File: config.mk
export PLATFORM = sky130hd
export DESIGN_NAME = fp_operand_conditioner
export DESIGN_NICKNAME = d
export VERILOG_FILES = /design/src/rtl/fpc_pkg.sv /design/src/rtl/fpc_classify.sv /design/src/rtl/fpc_operand_lane.sv /design/src/rtl/fpc_result_path.sv /design/src/rtl/fp_operand_conditioner.sv
export SDC_FILE = /design/constraint.sdc
export NUM_CORES = 1
export LEC_CHECK = 0
export BUFFER_PORTS_ARGS = -buffer_cell sky130_fd_sc_hd__buf_4
export CAP_MARGIN = 20
export CELL_PAD_IN_SITES_DETAIL_PLACEMENT = 1
export CELL_PAD_IN_SITES_GLOBAL_PLACEMENT = 1
export CORE_ASPECT_RATIO = 0.9
export CORE_UTILIZATION = 25
export CTS_CLUSTER_DIAMETER = 200
export CTS_CLUSTER_SIZE = 16
export DETAILED_ROUTE_END_ITERATION = 10
export GPL_TIMING_DRIVEN = 0
export PLACE_DENSITY = 0.72
export SLEW_MARGIN = 20
export SYNTH_ARGS = -nofsm -noshare
export SYNTH_HDL_FRONTEND = slang
export SYNTH_SLANG_ARGS = --single-unit
export TNS_END_PERCENT = 5
File: constraint.sdc
create_clock -name clk -period 1.7 [get_ports clk]
set_input_delay 0.085 -clock clk [delete_from_list [all_inputs] [get_ports clk]]
set_output_delay 0.085 -clock clk [all_outputs]
set_load 0.01 [all_outputs]
File: src/rtl/fpc_pkg.sv
// Package: shared category indices for the conditioner.
// Assumes a six-category one-hot scheme, with index order fixed by downstream decoders.
package fpc_pkg;
    localparam int CLS_W     = 6;
    localparam int CLS_ZERO  = 0;
    localparam int CLS_SUB   = 1;
    localparam int CLS_NORM  = 2;
    localparam int CLS_INF   = 3;
    localparam int CLS_QNAN  = 4;
    localparam int CLS_SNAN  = 5;
endpackage

File: src/rtl/fpc_classify.sv
// Module: combinational decode of one IEEE-style encoding into a one-hot category.
// Assumes FRAC_W >= 2 so that the quiet bit and a payload bit both exist.
module fpc_classify #(
    parameter int EXP_W  = 8,
    parameter int FRAC_W = 23,
    localparam int W     = 1 + EXP_W + FRAC_W
) (
    input  logic [W-1:0]              val,
    output logic [fpc_pkg::CLS_W-1:0] cls
);
    import fpc_pkg::*;

    logic [EXP_W-1:0]  exp_f;
    logic [FRAC_W-1:0] frac_f;
    logic              exp_zero, exp_ones, frac_zero, quiet_bit;

    // Split the fields and form the basic field tests.
    always_comb begin
        exp_f     = val[W-2 -: EXP_W];
        frac_f    = val[FRAC_W-1:0];
        exp_zero  = (exp_f == '0);
        exp_ones  = (exp_f == '1);
        frac_zero = (frac_f == '0);
        quiet_bit = frac_f[FRAC_W-1];
    end

    // Map the field tests onto exactly one category bit.
    always_comb begin
        cls            = '0;
        cls[CLS_ZERO]  = exp_zero & frac_zero;
        cls[CLS_SUB]   = exp_zero & ~frac_zero;
        cls[CLS_NORM]  = ~exp_zero & ~exp_ones;
        cls[CLS_INF]   = exp_ones & frac_zero;
        cls[CLS_QNAN]  = exp_ones & quiet_bit;
        cls[CLS_SNAN]  = exp_ones & ~quiet_bit & ~frac_zero;
    end
endmodule

File: src/rtl/fpc_operand_lane.sv
// Module: conditions one operand: classifies it and flushes subnormals when asked.
// Assumes the caller registers the outputs; this lane is purely combinational.
module fpc_operand_lane #(
    parameter int EXP_W  = 8,
    parameter int FRAC_W = 23,
    localparam int W     = 1 + EXP_W + FRAC_W
) (
    input  logic [W-1:0]              raw,
    input  logic                      ftz,
    output logic [W-1:0]              cond,
    output logic [fpc_pkg::CLS_W-1:0] cls,
    output logic                      is_snan
);
    import fpc_pkg::*;

    fpc_classify #(.EXP_W(EXP_W), .FRAC_W(FRAC_W)) u_cls (
        .val (raw),
        .cls (cls)
    );

    // Subnormal operands become positive zero in flush mode; all else passes.
    always_comb begin
        cond    = (ftz && cls[CLS_SUB]) ? '0 : raw;
        is_snan = cls[CLS_SNAN];
    end
endmodule

File: src/rtl/fpc_result_path.sv
// Module: conditions an unrounded result: tiny flushing and NaN handling.
// Assumes tiny is only raised for finite results below the normal range.
module fpc_result_path #(
    parameter int EXP_W  = 8,
    parameter int FRAC_W = 23,
    localparam int W     = 1 + EXP_W + FRAC_W
) (
    input  logic [W-1:0] res,
    input  logic         tiny,
    input  logic         ftz,
    input  logic         dnan,
    output logic [W-1:0] cond
);
    localparam logic [W-1:0] CANON_NAN =
        {1'b0, {EXP_W{1'b1}}, 1'b1, {(FRAC_W-1){1'b0}}};

    logic exp_ones, frac_zero, mag_zero, is_nan, do_flush;

    // Decode the result fields needed by the selection below.
    always_comb begin
        exp_ones  = (res[W-2 -: EXP_W] == '1);
        frac_zero = (res[FRAC_W-1:0] == '0);
        mag_zero  = (res[W-2:0] == '0);
        is_nan    = exp_ones & ~frac_zero;
        do_flush  = ftz & tiny & ~mag_zero;
    end

    // Select flushed zero, canonical NaN, quieted NaN or the result itself.
    always_comb begin
        if (do_flush) begin
            cond = '0;
        end else if (is_nan && dnan) begin
            cond = CANON_NAN;
        end else if (is_nan) begin
            cond = res;
            cond[FRAC_W-1] = 1'b1;
        end else begin
            cond = res;
        end
    end
endmodule

File: src/rtl/fp_operand_conditioner.sv
// Module: top of the conditioner. It runs NUM_OPS operand lanes and one result
// path, and registers every output once.
// Assumes the mode bits are valid in the same cycle as the data they govern.
module fp_operand_conditioner #(
    parameter int EXP_W   = 8,
    parameter int FRAC_W  = 23,
    parameter int NUM_OPS = 2,
    localparam int W      = 1 + EXP_W + FRAC_W
) (
    input  logic                                   clk,
    input  logic                                   rst_n,
    input  logic                                   ftz_en,
    input  logic                                   dnan_en,
    input  logic                                   op_vld,
    input  logic [NUM_OPS-1:0][W-1:0]              op_in,
    input  logic                                   res_vld,
    input  logic [W-1:0]                           res_in,
    input  logic                                   res_tiny,
    output logic                                   op_vld_q,
    output logic [NUM_OPS-1:0][W-1:0]              op_out,
    output logic [NUM_OPS-1:0][fpc_pkg::CLS_W-1:0] op_cls,
    output logic                                   op_invalid,
    output logic                                   res_vld_q,
    output logic [W-1:0]                           res_out
);
    import fpc_pkg::*;

    logic [NUM_OPS-1:0][W-1:0]     lane_val;
    logic [NUM_OPS-1:0][CLS_W-1:0] lane_cls;
    logic [NUM_OPS-1:0]            lane_snan;
    logic [W-1:0]                  res_cond;

    for (genvar g = 0; g < NUM_OPS; g++) begin : g_lane
        fpc_operand_lane #(.EXP_W(EXP_W), .FRAC_W(FRAC_W)) u_lane (
            .raw     (op_in[g]),
            .ftz     (ftz_en),
            .cond    (lane_val[g]),
            .cls     (lane_cls[g]),
            .is_snan (lane_snan[g])
        );
    end

    fpc_result_path #(.EXP_W(EXP_W), .FRAC_W(FRAC_W)) u_res (
        .res  (res_in),
        .tiny (res_tiny),
        .ftz  (ftz_en),
        .dnan (dnan_en),
        .cond (res_cond)
    );

    // Register the operand side; the invalid flag is qualified by the strobe.
    always_ff @(posedge clk) begin
        if (!rst_n) begin
            op_vld_q   <= 1'b0;
            op_out     <= '0;
            op_cls     <= '0;
            op_invalid <= 1'b0;
        end else begin
            op_vld_q   <= op_vld;
            op_out     <= lane_val;
            op_cls     <= lane_cls;
            op_invalid <= op_vld & (|lane_snan);
        end
    end

    // Register the result side.
    always_ff @(posedge clk) begin
        if (!rst_n) begin
            res_vld_q <= 1'b0;
            res_out   <= '0;
        end else begin
            res_vld_q <= res_vld;
            res_out   <= res_cond;
        end
    end
endmodule

After elaboration in Yosys (flattened, before gate mapping)
Index checks and enable logic that the tools add are counted.

Equal/unequal tests: 3. Multiplexer cells: 2. Bitwise operators: 29. Reduce and logical (&&, ||, !) cells: 14.

Operator list (count): logical NOT 23 bit (3); logical NOT 31 bit (1); 2-to-1 mux 31 bit (1); == test 8 bit (second input constant) (3); 2-to-1 mux 23 bit (1); bitwise AND 1 bit (18); logical NOT 8 bit (2); NOT 1 bit (11); OR reduction 2 bit (4); logical AND 1 bit (3); OR reduction 3 bit (1).

Register bits: 111. Bits of input ports: 103. Logic and storage cells: 57.

Longest topological paths before layout
Depth in word-level cells: 5. Depth in mapped cells: 5. Depth with buffers taken out: 4.

Modules after synthesis
From an unflattened synthesis, not the netlist that was laid out.

Cells, all modules: 406. Area total of the unflattened synthesis: 4287.9 sq um.

By module, submodules not included: fp_operand_conditioner (times used 1, cells an instance 234, area an instance 3042.9 sq um); fpc_operand_lane (times used 2, cells an instance 39, area an instance 304.0 sq um); fpc_result_path (times used 1, cells an instance 54, area an instance 359.1 sq um); fpc_classify (times used 2, cells an instance 20, area an instance 138.9 sq um).

Worst setup path before layout
No wires, ideal clock.

Path type: input port to flip-flop. From: input port op_in[28] (netlist bit). To: register op_out[10] (netlist bit). Library setup time: 0.113 ns. Arrival time: 1.288 ns. Path slack: 0.300 ns. Cell stages on the path: 5. Buffers on the path: 1. Cell sequence: or4_1 > o31ai_2 > o21ai_2 > buf_6 > and2_4.

Longest elaborated chain between the ends: 4.

RTL lines: start, declared (line fp_operand_conditioner.sv:15) `input logic [NUM_OPS-1:0][W-1:0] op_in,`; logical NOT 8 bit (line fpc_classify.sv:21) `exp_zero = (exp_f == '0);`; bitwise AND 1 bit (line fpc_classify.sv:31) `cls[CLS_SUB] = exp_zero & ~frac_zero;`; logical AND 1 bit (line fpc_operand_lane.sv:23) `cond = (ftz && cls[CLS_SUB]) ? '0 : raw;`; OR reduction 2 bit (no source line); end signal, assigned (line fp_operand_conditioner.sv:60) `op_out <= lane_val;`; end, declared (line fp_operand_conditioner.sv:20) `output logic [NUM_OPS-1:0][W-1:0] op_out,`.

No other way between the ends. A chain may end at the register's enable or synchronous reset.

Worst setup path after layout
From: input port op_in[25] (netlist bit). To: register op_out[15] (netlist bit).

Same word-level chain as after synthesis.

==> impl_metrics.env <==
export IMPL_status="complete, no violations"
export IMPL_root_buffer="clkbuf_16"
export IMPL_synth_area_per_cell_sq_um=11.3
export IMPL_hold_ws_ns=0.0197
export IMPL_n_fill_cell=1477
export IMPL_track_usage_pct=18.8
export IMPL_placed_cell_area_sq_mm=0.00533
export IMPL_first_iter_violations=90
export IMPL_die_h_um=115
export IMPL_startpoint_type="primary input"
export IMPL_synth_edf_count=0
export IMPL_async_reset_ff_share_pct=0
export IMPL_ioPinCount=214
export IMPL_drc=0
export IMPL_endpoint_kind="flip-flop"
export IMPL_total_power_mw=6.01
export IMPL_hold_class="in -> reg"
export IMPL_rows=40
export IMPL_drive_gt1_share_pct=46.2
export IMPL_wl_um=13800
export IMPL_routabilityCongestion=0.736
export IMPL_synth_cell_types=26
export IMPL_crit_chain="dlygate4sd3_1 -> buf_4 -> or4_1 -> o31ai_4 -> o21ai_4 -> buf_6 -> and2_4"
export IMPL_fin_setup_tns_ns=0
export IMPL_grt_max_degree=18
export IMPL_syn_area_sq_mm=0.00352
export IMPL_ys_ff_latch=111
export IMPL_p_leak_nw=3.14
export IMPL_dr_pass1_iters=4
export IMPL_ys_warn_count=0
export IMPL_setup_violations=0
export IMPL_die_area_sq_mm=0.0145
export IMPL_path_class="in -> reg"
export IMPL_final_common_cell="buf_4"
export IMPL_ant_nets=0
export IMPL_die_w_um=127
export IMPL_hpwl_um=8990
export IMPL_period_share_pct=98.6
export IMPL_clkTransAtPathRegs_ns=0.07
export IMPL_grt_pass1_wl_um=20600
export IMPL_finalHoldViolations=0
export IMPL_p_per_area_mw_per_mm2=894
export IMPL_peakVddDrop_mv=0.590
export IMPL_slew_headroom_pct=63.6
export IMPL_globalRouteOverflowTotal=0
export IMPL_nets=737
export IMPL_cp_slowest_cell="dlygate4sd3_1"
export IMPL_antenna_found_initial=1
export IMPL_cts_sinks=111
export IMPL_critical_path_max_fanout=10
export IMPL_cts_buffer_depth=2
export IMPL_critPathArrivalTime_ns=1.93
export IMPL_ys_seq_area_share_pct=63.2
export IMPL_cts_inserted_buffers=9
export IMPL_period_needed_ns=1.68
export IMPL_design_area_sq_mm=0.00672
export IMPL_vias=3532
export IMPL_timing_fmax_mhz=597
export IMPL_drv_slew=0
export IMPL_tightest_slew_ns=0.546
export IMPL_area_delta_synth_final_pct=91.1
export IMPL_htree_levels=3
export IMPL_wire_per_inst_um=17.0
export IMPL_syn_inst=310
export IMPL_crit_path_max_incr_delay_ns=0.54
export IMPL_drv_cap=0
export IMPL_start_util_pct=26.0
export IMPL_vias_per_cell=4.37
export IMPL_syn_nets=413
export IMPL_final_cell_mix="buf_4 (215), dfxtp_1 (111), dlygate4sd3_1 (98), and2_4 (46), and3_1 (23)"
export IMPL_portBuffers=213
export IMPL_cp_startpoint="op_in[25]"
export IMPL_crit_end="op_out[15]$_SDFF_PP0_"
export IMPL_core_area_sq_mm=0.0135
export IMPL_worst_ep_required_time_ns=1.95
export IMPL_grt_pass1_vias=3978
export IMPL_cts_tree="done"
export IMPL_synthFlopType="dfxtp_1"
export IMPL_hold_path_startpoint="op_in[54]"
-- registers in the layout (all words and copies together) (netlist names) --
register and cells:
op_invalid 1, op_cls 12, op_vld_q 1, op_out 64, res_out 32, res_vld_q 1
-- timing repair --
action	CTS	global route
endpoints found under the hold margin	100	0
setup buffers	0	2
hold buffers	98	0
resized for setup	0	11
endpoints found under the setup margin	0	73
-- synth_stat cells, types with 4 or more instances --
library cell    n  area share [%]
dfxtp_1       111              63
and2_4         46              11
and3_1         23             4.1
nand2_1        21             2.2
nor2_1         20             2.1
and2_1         19             3.4
nor4_1         17             3.0
nand4_1         7             1.2
nor3_1          7             1.0
buf_6           6             1.9
clkbuf_1        6            0.64
nand3_1         4            0.57
or4_1           4            0.85
-- logic make-up after synthesis --
| family | synth area share, % |
|---|---|
| AOI/OAI and AO/OA | 2.53 |
| DFF | 63.2 |
| buffers and inverters | 2.77 |
| and+or+nand+nor | 31.5 |
-- worst max-delay path: cells and delay by family --
kind	cells	cell delay (ns)
compound gates	2	0.36
buf+inv	3	0.84
simple gates	2	0.64
-- power by group --
group | internal (mW) | switching, mW
registers | 2.73 | 0.0391
logic | 0.582 | 0.352
clock network | 1.33 | 0.976
-- per-stage QoR --
step	cells	worst slack, ns	utilization [%]
3_5_place_dp	691	0.0185	39.4
5_1_grt	808	-0.00464	49.7
3_3_place_gp	691	0.0306	39.4
4_1_cts	805	0.00201	49.1
2_1_floorplan	310	0.300	-
6_report	808	0.0245	49.7
-- per-layer routing --
layer  global-route usage (%)  vias up  share of wire (%)
met3                     7.94       27                6.9
met2                     35.3      144                 53
met1                     18.3     1670                 37
met4                     7.38        0                2.8
li1                         -     1691                  -
met5                        0        -                  0
-- cell type report --
class                           instances  area, sq um  area share [%]
Multi-Input combinational cell        185         1270            18.9
Antenna cell                            1         2.50          0.0372
Inverter                                2         7.51           0.112
Clock buffer                           11          243            3.61
Buffer                                 12         90.1            1.34
Sequential cell                       111         2220            33.1
Timing Repair Buffer                  313         2590            38.6
Tap cell                              168          210            3.13
Clock inverter                          5         81.3            1.21
-- worst min-delay path by stage --
stage	slack [ns]	cells past startpoint	endpoint
after detailed placement	0.30	2	res_vld_q$_SDFF_PN0_
after global routing	0.01	2	op_cls[10]$_SDFF_PN0_
after global placement	0.30	2	res_vld_q$_SDFF_PN0_
after CTS	0.02	2	op_cls[10]$_SDFF_PN0_
after floorplan	0.16	1	op_cls[11]$_SDFF_PN0_
final	0.02	2	op_cls[10]$_SDFF_PN0_
No activity file was read; power rests on OpenSTA's default activity.
